## src/rtl/i2c_pace_pkg.sv

```systemverilog
package i2c_pace_pkg;

  typedef enum logic [1:0] {
    KIND_RO_STD = 2'd0,
    KIND_RW_STD = 2'd1,
    KIND_RESULT = 2'd2,
    KIND_PLAIN  = 2'd3
  } req_kind_e;

  // control -> datapath strobes
  typedef struct packed {
    logic grant;
    logic claimStd;
    logic armSettle;
  } pace_strobe_t;

  // cycles for `amount` units of 1/perSec seconds, rounded up, never below 1
  function automatic int unsigned toCycles(longint unsigned hz,
                                           longint unsigned amount,
                                           longint unsigned perSec);
    longint unsigned c;
    c = (hz * amount + perSec - 1) / perSec;
    if (c < 1) c = 1;
    return c[31:0];
  endfunction

endpackage

```

## src/rtl/i2c_pace_timers.sv

```systemverilog
module i2c_pace_timers
  import i2c_pace_pkg::*;
#(
  parameter int unsigned GAP_CYC    = 66,
  parameter int unsigned SETTLE_CYC = 2000000,
  parameter int unsigned WIN_CYC    = 1000000,
  parameter int          STD_CAP    = 2
) (
  input  logic         clk,
  input  logic         rstN,
  input  pace_strobe_t strobe,
  input  logic         busStop,
  output logic         gapOpen,
  output logic         settleOpen,
  output logic         stdOpen,
  output logic         inFlight,
  output logic         busy
);

  localparam int unsigned MaxA   = (GAP_CYC > SETTLE_CYC) ? GAP_CYC : SETTLE_CYC;
  localparam int unsigned MaxCyc = (MaxA > WIN_CYC) ? MaxA : WIN_CYC;
  localparam int          CW     = $clog2(MaxCyc + 1);
  localparam logic [CW-1:0] GapLoad    = CW'(GAP_CYC - 1);
  localparam logic [CW-1:0] SettleLoad = CW'(SETTLE_CYC - 1);
  localparam logic [CW-1:0] WinLoad    = CW'(WIN_CYC - 1);

  logic [CW-1:0] gapCnt;
  logic [CW-1:0] settleCnt;
  logic [CW-1:0] slotCnt [STD_CAP];
  logic [STD_CAP-1:0] slotFree;
  logic [STD_CAP-1:0] slotClaim;

  // packet in flight: set by a grant, cleared by a stop; a grant wins
  always_ff @(posedge clk) begin
    if (!rstN)               inFlight <= 1'b0;
    else if (strobe.grant)   inFlight <= 1'b1;
    else if (busStop)        inFlight <= 1'b0;
  end

  // bus-free gap, restarted by every stop
  always_ff @(posedge clk) begin
    if (!rstN)                gapCnt <= '0;
    else if (busStop)         gapCnt <= GapLoad;
    else if (gapCnt != '0)    gapCnt <= gapCnt - 1'b1;
  end

  // settle time after a read-write command packet
  always_ff @(posedge clk) begin
    if (!rstN)                  settleCnt <= '0;
    else if (strobe.armSettle)  settleCnt <= SettleLoad;
    else if (settleCnt != '0)   settleCnt <= settleCnt - 1'b1;
  end

  // lowest free window slot takes a new standard command
  always_comb begin
    logic taken;
    taken     = 1'b0;
    slotClaim = '0;
    for (int i = 0; i < STD_CAP; i++) begin
      if (slotFree[i] && !taken) begin
        slotClaim[i] = strobe.claimStd;
        taken        = 1'b1;
      end
    end
  end

  for (genvar g = 0; g < STD_CAP; g++) begin : gSlot
    assign slotFree[g] = (slotCnt[g] == '0);
    always_ff @(posedge clk) begin
      if (!rstN)                  slotCnt[g] <= '0;
      else if (slotClaim[g])      slotCnt[g] <= WinLoad;
      else if (slotCnt[g] != '0)  slotCnt[g] <= slotCnt[g] - 1'b1;
    end
  end

  assign gapOpen    = (gapCnt == '0);
  assign settleOpen = (settleCnt == '0);
  assign stdOpen    = |slotFree;
  assign busy       = (gapCnt != '0) || (settleCnt != '0);

endmodule

```

## src/rtl/i2c_pace_ctrl.sv

```systemverilog
module i2c_pace_ctrl
  import i2c_pace_pkg::*;
#(
  parameter int LEN_W    = 4,
  parameter int FAST_KHZ = 100
) (
  input  logic             clk,
  input  logic             rstN,
  input  logic             reqValid,
  input  logic [1:0]       reqKind,
  input  logic [LEN_W-1:0] reqLen,
  input  logic [9:0]       sclKhz,
  input  logic             gapOpen,
  input  logic             settleOpen,
  input  logic             stdOpen,
  input  logic             inFlight,
  output pace_strobe_t     strobe,
  output logic [LEN_W-1:0] grantBytes,
  output logic             grantLast
);

  localparam logic [LEN_W-1:0] OneByte = LEN_W'(1);
  localparam logic [LEN_W-1:0] TwoByte = LEN_W'(2);

  req_kind_e        kind;
  logic [LEN_W-1:0] remBytes;
  logic [LEN_W-1:0] total;
  logic [LEN_W-1:0] chunkCap;
  logic [LEN_W-1:0] chunk;
  logic             firstPkt;
  logic             isWrite;
  logic             fastBus;
  logic             kindOk;
  logic             doGrant;

  assign kind     = req_kind_e'(reqKind);
  assign isWrite  = (kind == KIND_RW_STD) || (kind == KIND_PLAIN);
  assign firstPkt = (remBytes == '0);
  assign fastBus  = (sclKhz > 10'(FAST_KHZ));
  assign total    = firstPkt ? reqLen : remBytes;
  assign chunkCap = fastBus ? OneByte : TwoByte;
  assign chunk    = (total < chunkCap) ? total : chunkCap;

  always_comb begin
    unique case (kind)
      KIND_RO_STD: kindOk = stdOpen;
      KIND_RW_STD: kindOk = firstPkt ? stdOpen : 1'b1;
      KIND_RESULT: kindOk = settleOpen;
      default:     kindOk = 1'b1;
    endcase
  end

  assign doGrant = reqValid && !inFlight && gapOpen && kindOk;

  always_comb begin
    strobe.grant     = doGrant;
    strobe.claimStd  = doGrant && ((kind == KIND_RO_STD) ||
                                   ((kind == KIND_RW_STD) && firstPkt));
    strobe.armSettle = doGrant && (kind == KIND_RW_STD);
  end

  assign grantBytes = isWrite ? chunk : '0;
  assign grantLast  = isWrite ? (total == chunk) : 1'b1;

  always_ff @(posedge clk) begin
    if (!rstN)                   remBytes <= '0;
    else if (doGrant && isWrite) remBytes <= total - chunk;
  end

endmodule

```

## src/rtl/i2c_pace_gate.sv

```systemverilog
module i2c_pace_gate
  import i2c_pace_pkg::*;
#(
  parameter longint unsigned CLK_HZ    = 1000000,
  parameter longint unsigned GAP_US    = 66,
  parameter longint unsigned SETTLE_MS = 2000,
  parameter longint unsigned WINDOW_MS = 1000,
  parameter int              STD_CAP   = 2,
  parameter int              LEN_W     = 4,
  parameter int              FAST_KHZ  = 100
) (
  input  logic             clk,
  input  logic             rstN,
  input  logic             reqValid,
  input  logic [1:0]       reqKind,
  input  logic [LEN_W-1:0] reqLen,
  input  logic [9:0]       sclKhz,
  input  logic             busStop,
  output logic             grant,
  output logic [LEN_W-1:0] grantBytes,
  output logic             grantLast,
  output logic             busy
);

  localparam int unsigned GapCyc    = toCycles(CLK_HZ, GAP_US, 1000000);
  localparam int unsigned SettleCyc = toCycles(CLK_HZ, SETTLE_MS, 1000);
  localparam int unsigned WinCyc    = toCycles(CLK_HZ, WINDOW_MS, 1000);

  pace_strobe_t strobe;
  logic gapOpen;
  logic settleOpen;
  logic stdOpen;
  logic inFlight;

  i2c_pace_ctrl #(.LEN_W(LEN_W), .FAST_KHZ(FAST_KHZ)) u_ctrl (
    .clk(clk), .rstN(rstN), .reqValid(reqValid), .reqKind(reqKind),
    .reqLen(reqLen), .sclKhz(sclKhz), .gapOpen(gapOpen),
    .settleOpen(settleOpen), .stdOpen(stdOpen), .inFlight(inFlight),
    .strobe(strobe), .grantBytes(grantBytes), .grantLast(grantLast)
  );

  i2c_pace_timers #(
    .GAP_CYC(GapCyc), .SETTLE_CYC(SettleCyc), .WIN_CYC(WinCyc), .STD_CAP(STD_CAP)
  ) u_timers (
    .clk(clk), .rstN(rstN), .strobe(strobe), .busStop(busStop),
    .gapOpen(gapOpen), .settleOpen(settleOpen), .stdOpen(stdOpen),
    .inFlight(inFlight), .busy(busy)
  );

  assign grant = strobe.grant;

endmodule

```

## config.mk

```make
export PLATFORM = sky130hd
export DESIGN_NAME = i2c_pace_gate
export DESIGN_NICKNAME = d
export VERILOG_FILES = /design/src/rtl/i2c_pace_pkg.sv /design/src/rtl/i2c_pace_timers.sv /design/src/rtl/i2c_pace_ctrl.sv /design/src/rtl/i2c_pace_gate.sv
export SDC_FILE = /design/constraint.sdc
export NUM_CORES = 1
export LEC_CHECK = 0
export BUFFER_PORTS_ARGS = -buffer_cell sky130_fd_sc_hd__buf_2
export CAP_MARGIN = 20
export CORE_MARGIN = 2
export CORE_UTILIZATION = 61
export DETAILED_ROUTE_END_ITERATION = 10
export PLACE_DENSITY = 0.8
export SYNTH_ARGS = -nofsm -noshare
export SYNTH_HDL_FRONTEND = slang
export SYNTH_HIERARCHICAL = 1
export SYNTH_SLANG_ARGS = --single-unit
```

## constraint.sdc

```tcl
create_clock -name clk -period 4.4 [get_ports clk]
set_input_delay 0.44 -clock clk [delete_from_list [all_inputs] [get_ports clk]]
set_output_delay 0.44 -clock clk [all_outputs]
set_load 0.05 [all_outputs]
```

# After elaboration in Yosys (flattened, before gate mapping)
# Memories as Yosys holds them, arrays and structs flattened.
# Cells that the tools add are included.
# totals
in_bits,20
ff_bits,47
mem_bits_rw,42
word_cells,87
latchBits,0
mem_bits_ro,0
memories,1
output_inout_bits,7
# memory_table
memory,words,width,rd,rd_clocked_by_memory_dff,write_ports,line_no,source
u_timers.slotCnt,2,21,2,0,2,i2c_pace_timers.sv:29,logic [CW-1:0] slotCnt [STD_CAP];
# classes
bitwise,5
n_shift,0
n_addsub,5
n_lt_le_gt_ge,2
n_mux,35
multipliers,0
reduce_logical,29
eq_ne,4
div,0
# op_table
operator,count
$mux W21,6
$logic_not A21 Y1,4
$reduce_bool A21 Y1,4
$sub A21 B1 Y21 const B,4
$mux W1,22
$mux W7,2
$mux W4,3
$gt A10 B7 Y1 const B,1
$logic_and A1 B1 Y1,8
$reduce_bool A2 Y1,3
$reduce_or A2 Y1,3
$eq A2 B2 Y1 const B,2
$eq A4 B4 Y1,1
$logic_not A4 Y1,1
$lt A4 B4 Y1,1
$or A1 B1 Y1,4
$sub A4 B4 Y4,1
$logic_or A1 B1 Y1,3
$pmux W1 S3,1
$eq A2 B1 Y1 const B,1
$logic_not A1 Y1,2
$logic_not A2 Y1,1
$mux W2,1
$not A1 Y1,1

# Depth between registers and ports, before layout
# An unclocked memory read counts as a cell.
# depth
ltp_word,13
depth_mapped,14
mapped_depth_nobuf,14

# Cells and area by module
# The synthesis kept the hierarchy.
# modules_own_cells
module,area_each_um2,seq_area_each_um2,n_inst,cells_each
i2c_pace_timers,4513.1,2122.0,1,465
i2c_pace_ctrl,555.5,80.1,1,72

# Worst setup path after synthesis
# Ideal clock, no wire load.
# synth_path
kind,flip-flop to flip-flop
startpoint,mem u_timers/slotCnt[0][13] (netlist bit)
endpoint,mem u_timers/slotCnt[1][0] (netlist bit) (enable)
setup_time_ps,382
stages_incl_launch_ff,12
path_slack_ps,707
n_path_buf,1
t_arrival_ps,3312
synth_period_minus_slack_ps,3693
required_ps,4018
cell_sequence,edfxtp_1 > or4_1 > nor4_2 > nand4_1 > clkbuf_1 > o31ai_1 > mux2i_1 > a21oi_1 > and3_1 > inv_1 > a41oi_1 > nand3b_1
# synth_lines
item,line_no
from (decl),i2c_pace_timers.sv:29

==> run_results.csv <==
group,metric,value,unit
outcome,status,"complete, no violations",
sta,max_slew_margin,0.3497,
floorplan,start_util,0.6231,
floorplan,num_rows,33,
grt,grt_pass1_vias,3716,
sta,final.period_utilization,0.8540,
pwr,p_switching,1.860,mW
grt,grt_max_degree,35,
clock_tree,clock_path_buffers,2,
placed_design,numPortBuffers,24,
logic_synthesis,syn_area_per_cell,9.439,sq um
placed_design,dp.cells,648,
pwr,seqPwrFrac,0.342,
pwr,clockPowerShare,0.140,
floorplan,die_area,9054,sq um
clock_tree,cts_sinks,89,
placed_design,pre_cts_ws,0.6755,ns
floorplan,die_y,95.16,microns
sta,hold_viol,0,
setup_path,critical_path.max_fanout,21,
drt,wl_met3,270,microns
drt,wl_per_cell,14.73,microns
drt,initialDrtViolationCount,146,
setup_path,worst_ep_required_time,4.43,ns
floorplan,fp.dieW,95.16,microns
setup_path,cp_top_family,"simple AND/OR/NAND/NOR gates",
sta,max_freq,0.2661,GHz
clock_tree,clk_pin_slew,0.08,ns
grt,track_usage,0.2264,
finish,final_util,0.6727,
drt,met2_length,4770,microns
placed_design,gp_congestion,0.9040,
finish,stdcell_count,666,
sta,setup_violations,0,
sta,rsz0062_at_grt,"no",
setup_path,cp_common_cell,"or4_4",
pwr,leakagePower,2.075,nW
setup_path,arrival,3.79,ns
finish,final_nets,586,
hold_path,min_to,"u_timers/gapCnt[6]",
setup_path,slowest_delay,0.58,ns
logic_synthesis,synth-main-ff-cell,"dfxtp_1",
logic_synthesis,ys_ff_latch,89,
setup_path,path_buf_inv,2,
grt,grt_antenna_before_repair,1,
run,cap_violations,0,
setup_path,path_class,"reg2reg",
sta,tightest_slew,0.9665,ns
grt,grt_overflow,0,
floorplan,core-area,8134,sq um
logic_synthesis,synth_cell_types,64,
logic_synthesis,ys_warn_count,6,
logic_synthesis,synth_edf_count,42,
clock_tree,ctsResizeCount,0,
setup_path,critPathCaptureType,"flip-flop",
drt,num_vias,3984,
clock_tree,cts_buffers,9,
clock_tree,ctsHoldBuffers,0,
grt,grt_pass1_wl,16470,microns
logic_synthesis,syn_area,5069,sq um
logic_synthesis,yosysSeqAreaShare,0.4345,
drt,highest_layer,"met4",
hold_path,worstHoldPathCells,2,
pwr,ir_drop,0.0005874,V
hold_path,worst_hold_startpoint,"busStop",
setup_path,crit-reg2reg-launch,"u_timers/slotCnt[1][9]",
clock_tree,cts-root-buf,"clkbuf_8",
pwr,switching_share,0.4319,
setup_path,setup.worst_path.start_class,"flip-flop",
clock_tree,clk_latency,0.35,ns
floorplan,ios,27,
drt,wl_met1,4509,microns
drt,routed_wl,9808,microns
setup_path,cp_slowest_cell,"or4_4",
placed_design,post-dp-hpwl,6764,microns
logic_synthesis,syn_inst,537,
finish,drive_gt1_frac,0.1091,
clock_tree,h-tree-depth,3,
pwr,pwr-share-comb,0.518,
finish,syn_to_final_growth,7.949,%
setup_path,timing.rr.end,"u_timers/slotCnt[1][16]",
drt,drt-pass1-iter-count,5,
setup_path,path_cells,"or4_4 > or4_4 > o31ai_1 > mux2i_1 > a21oi_1 > and3_1 > inv_1 > a41oi_1 > nand3b_1 > buf_4",
sta,fin_setup_tns,0,ns
sta,final_max_slew_viol_count,0,
drt,routed_via_density,5.982,
sta,fin_hold_ws,0.3670,ns
sta,skew,0.009328,ns
logic_synthesis,async_flop_share,0,
sta,period_minus_slack,3.758,ns
sta,fin_ws,0.6424,ns
clock_tree,cts_tree,"done",
clock_tree,post_cts_buffers,0,
setup_path,rr_worst_depth,10,
setup_path,reg2reg_slack,0.64,ns
drt,drc_errors,0,
hold_path,hold_path.class,"in2reg",
drt,ant_nets,0,
pwr,p_int,2.446,mW
pwr,p_per_area,787.0,nW/um^2
layout make-up:
type | instances | area, sq um
diodes | 2 | 5.005
clock buffers | 11 | 162.7
clock inverters | 5 | 58.81
fillers | 644 | 2663
inverters | 17 | 63.81
multi-input cells | 407 | 2683
flip-flops and latches | 89 | 2202
well taps | 105 | 131.4
repair buffers | 30 | 165.2
flip-flops by register name, indices dropped and copies added, names as in the netlist:
name                cells
u_timers/slotCnt       42
u_timers/inFlight       1
u_timers/gapCnt        21
u_timers/settleCnt     21
u_ctrl/remBytes         4
cells in the final DEF (no fill, tap or decap), types with 10 or more instances in the layout:
master	synthesis	routed
edfxtp_1	42	42
a21oi_1	31	31
nand4_1	12	12
buf_2	6	24
nand2_1	23	23
nor2_1	64	64
dfxtp_1	47	47
o21ai_0	13	13
nor4_1	21	21
xor2_1	23	23
clkbuf_8	0	10
xnor2_1	39	39
ha_1	11	11
o21a_1	15	15
nor3_1	33	33
inv_1	17	17
power by group through the flow:
stage / Combinational (mW) / Sequential (mW) / Clock (mW)
5_1_grt: 2.49 / 1.51 / 0.643
2_1_floorplan: 1.85 / 1.42 / 0
3_5_place_dp: 2.19 / 1.48 / 0
6_report: 2.23 / 1.47 / 0.603
3_3_place_gp: 2.13 / 1.46 / 0
4_1_cts: 2.22 / 1.47 / 0.614
worst register-to-register path: cells and delay by family (launching register included):
kind	cells	cell delay (ns)
AND/OR/NAND/NOR	4	1.45
AO/OA/AOI/OAI	3	1.06
flip-flops	1	0.42
multiplexers	1	0.13
buffers and inverters	2	0.36
metrics by stage:
step	power, mW	area, sq um
final	4.306	5472
after global routing	4.649	5472
after CTS	4.298	5466
after detailed placement	3.673	5245
after global placement	3.591	5245
after floorplan	3.263	5072
routing by layer:
| layer | GRT usage | vias to the layer above |
|---|---|---|
| li1 | - | 2003 |
| met1 | 0.2795 | 1879 |
| met2 | 0.3973 | 82 |
| met3 | 0.02688 | 20 |
| met4 | 0.1002 | 0 |
| met5 | 0 | - |
cells in the mapped netlist (all sizes together) (7+ instances only):
master / instances / area [sq um]
or3: 9 / 61.31
dfxtp: 47 / 940.9
edfxtp: 42 / 1261
xor2: 23 / 201.4
nor3: 34 / 175.2
nand3: 9 / 45.04
buf: 13 / 78.83
a21oi: 31 / 155.2
inv: 17 / 63.81
o21a: 15 / 112.6
xnor2: 39 / 341.6
o21ai: 15 / 86.33
o31ai: 8 / 60.06
ha: 11 / 137.6
nand2b: 8 / 50.05
or4: 11 / 97.59
nor2: 64 / 240.2
nor4: 22 / 143.9
nand4: 12 / 75.07
clkbuf: 12 / 45.04
and2: 7 / 43.79
nand2: 23 / 86.33
worst max-delay path by stage:
stage | startpoint | to | slack [ns] | cells after the start
final | u_timers/slotCnt[1][9] | u_timers/slotCnt[1][16] | 0.64 | 10
after global routing | u_timers/gapCnt[16] | u_timers/slotCnt[1][16] | 0.25 | 12
after CTS | u_timers/slotCnt[1][9] | u_timers/slotCnt[1][16] | 0.64 | 10
after detailed placement | u_timers/slotCnt[1][9] | u_timers/slotCnt[1][7] | 0.68 | 10
after global placement | u_timers/slotCnt[1][9] | u_timers/slotCnt[1][8] | 0.82 | 10
after floorplan | u_timers/slotCnt[0][13] | u_timers/slotCnt[1][0] | 0.71 | 11
cells by family (layout without fill, tap and decap cells):
| group | count (synthesis) | in the layout | share of synthesized area |
|---|---|---|---|
| compound gates | 99 | 99 | 0.1365 |
| xor+xnor | 62 | 62 | 0.1071 |
| fa+ha+maj | 12 | 12 | 0.03110 |
| buf+inv | 42 | 63 | 0.03703 |
| flops | 89 | 89 | 0.4345 |
| mux | 4 | 4 | 0.007900 |
| other cells | 1 | 4 | 0.0007398 |
| simple gates | 228 | 228 | 0.2451 |
Note: power is estimated with default switching activity, not from simulation.
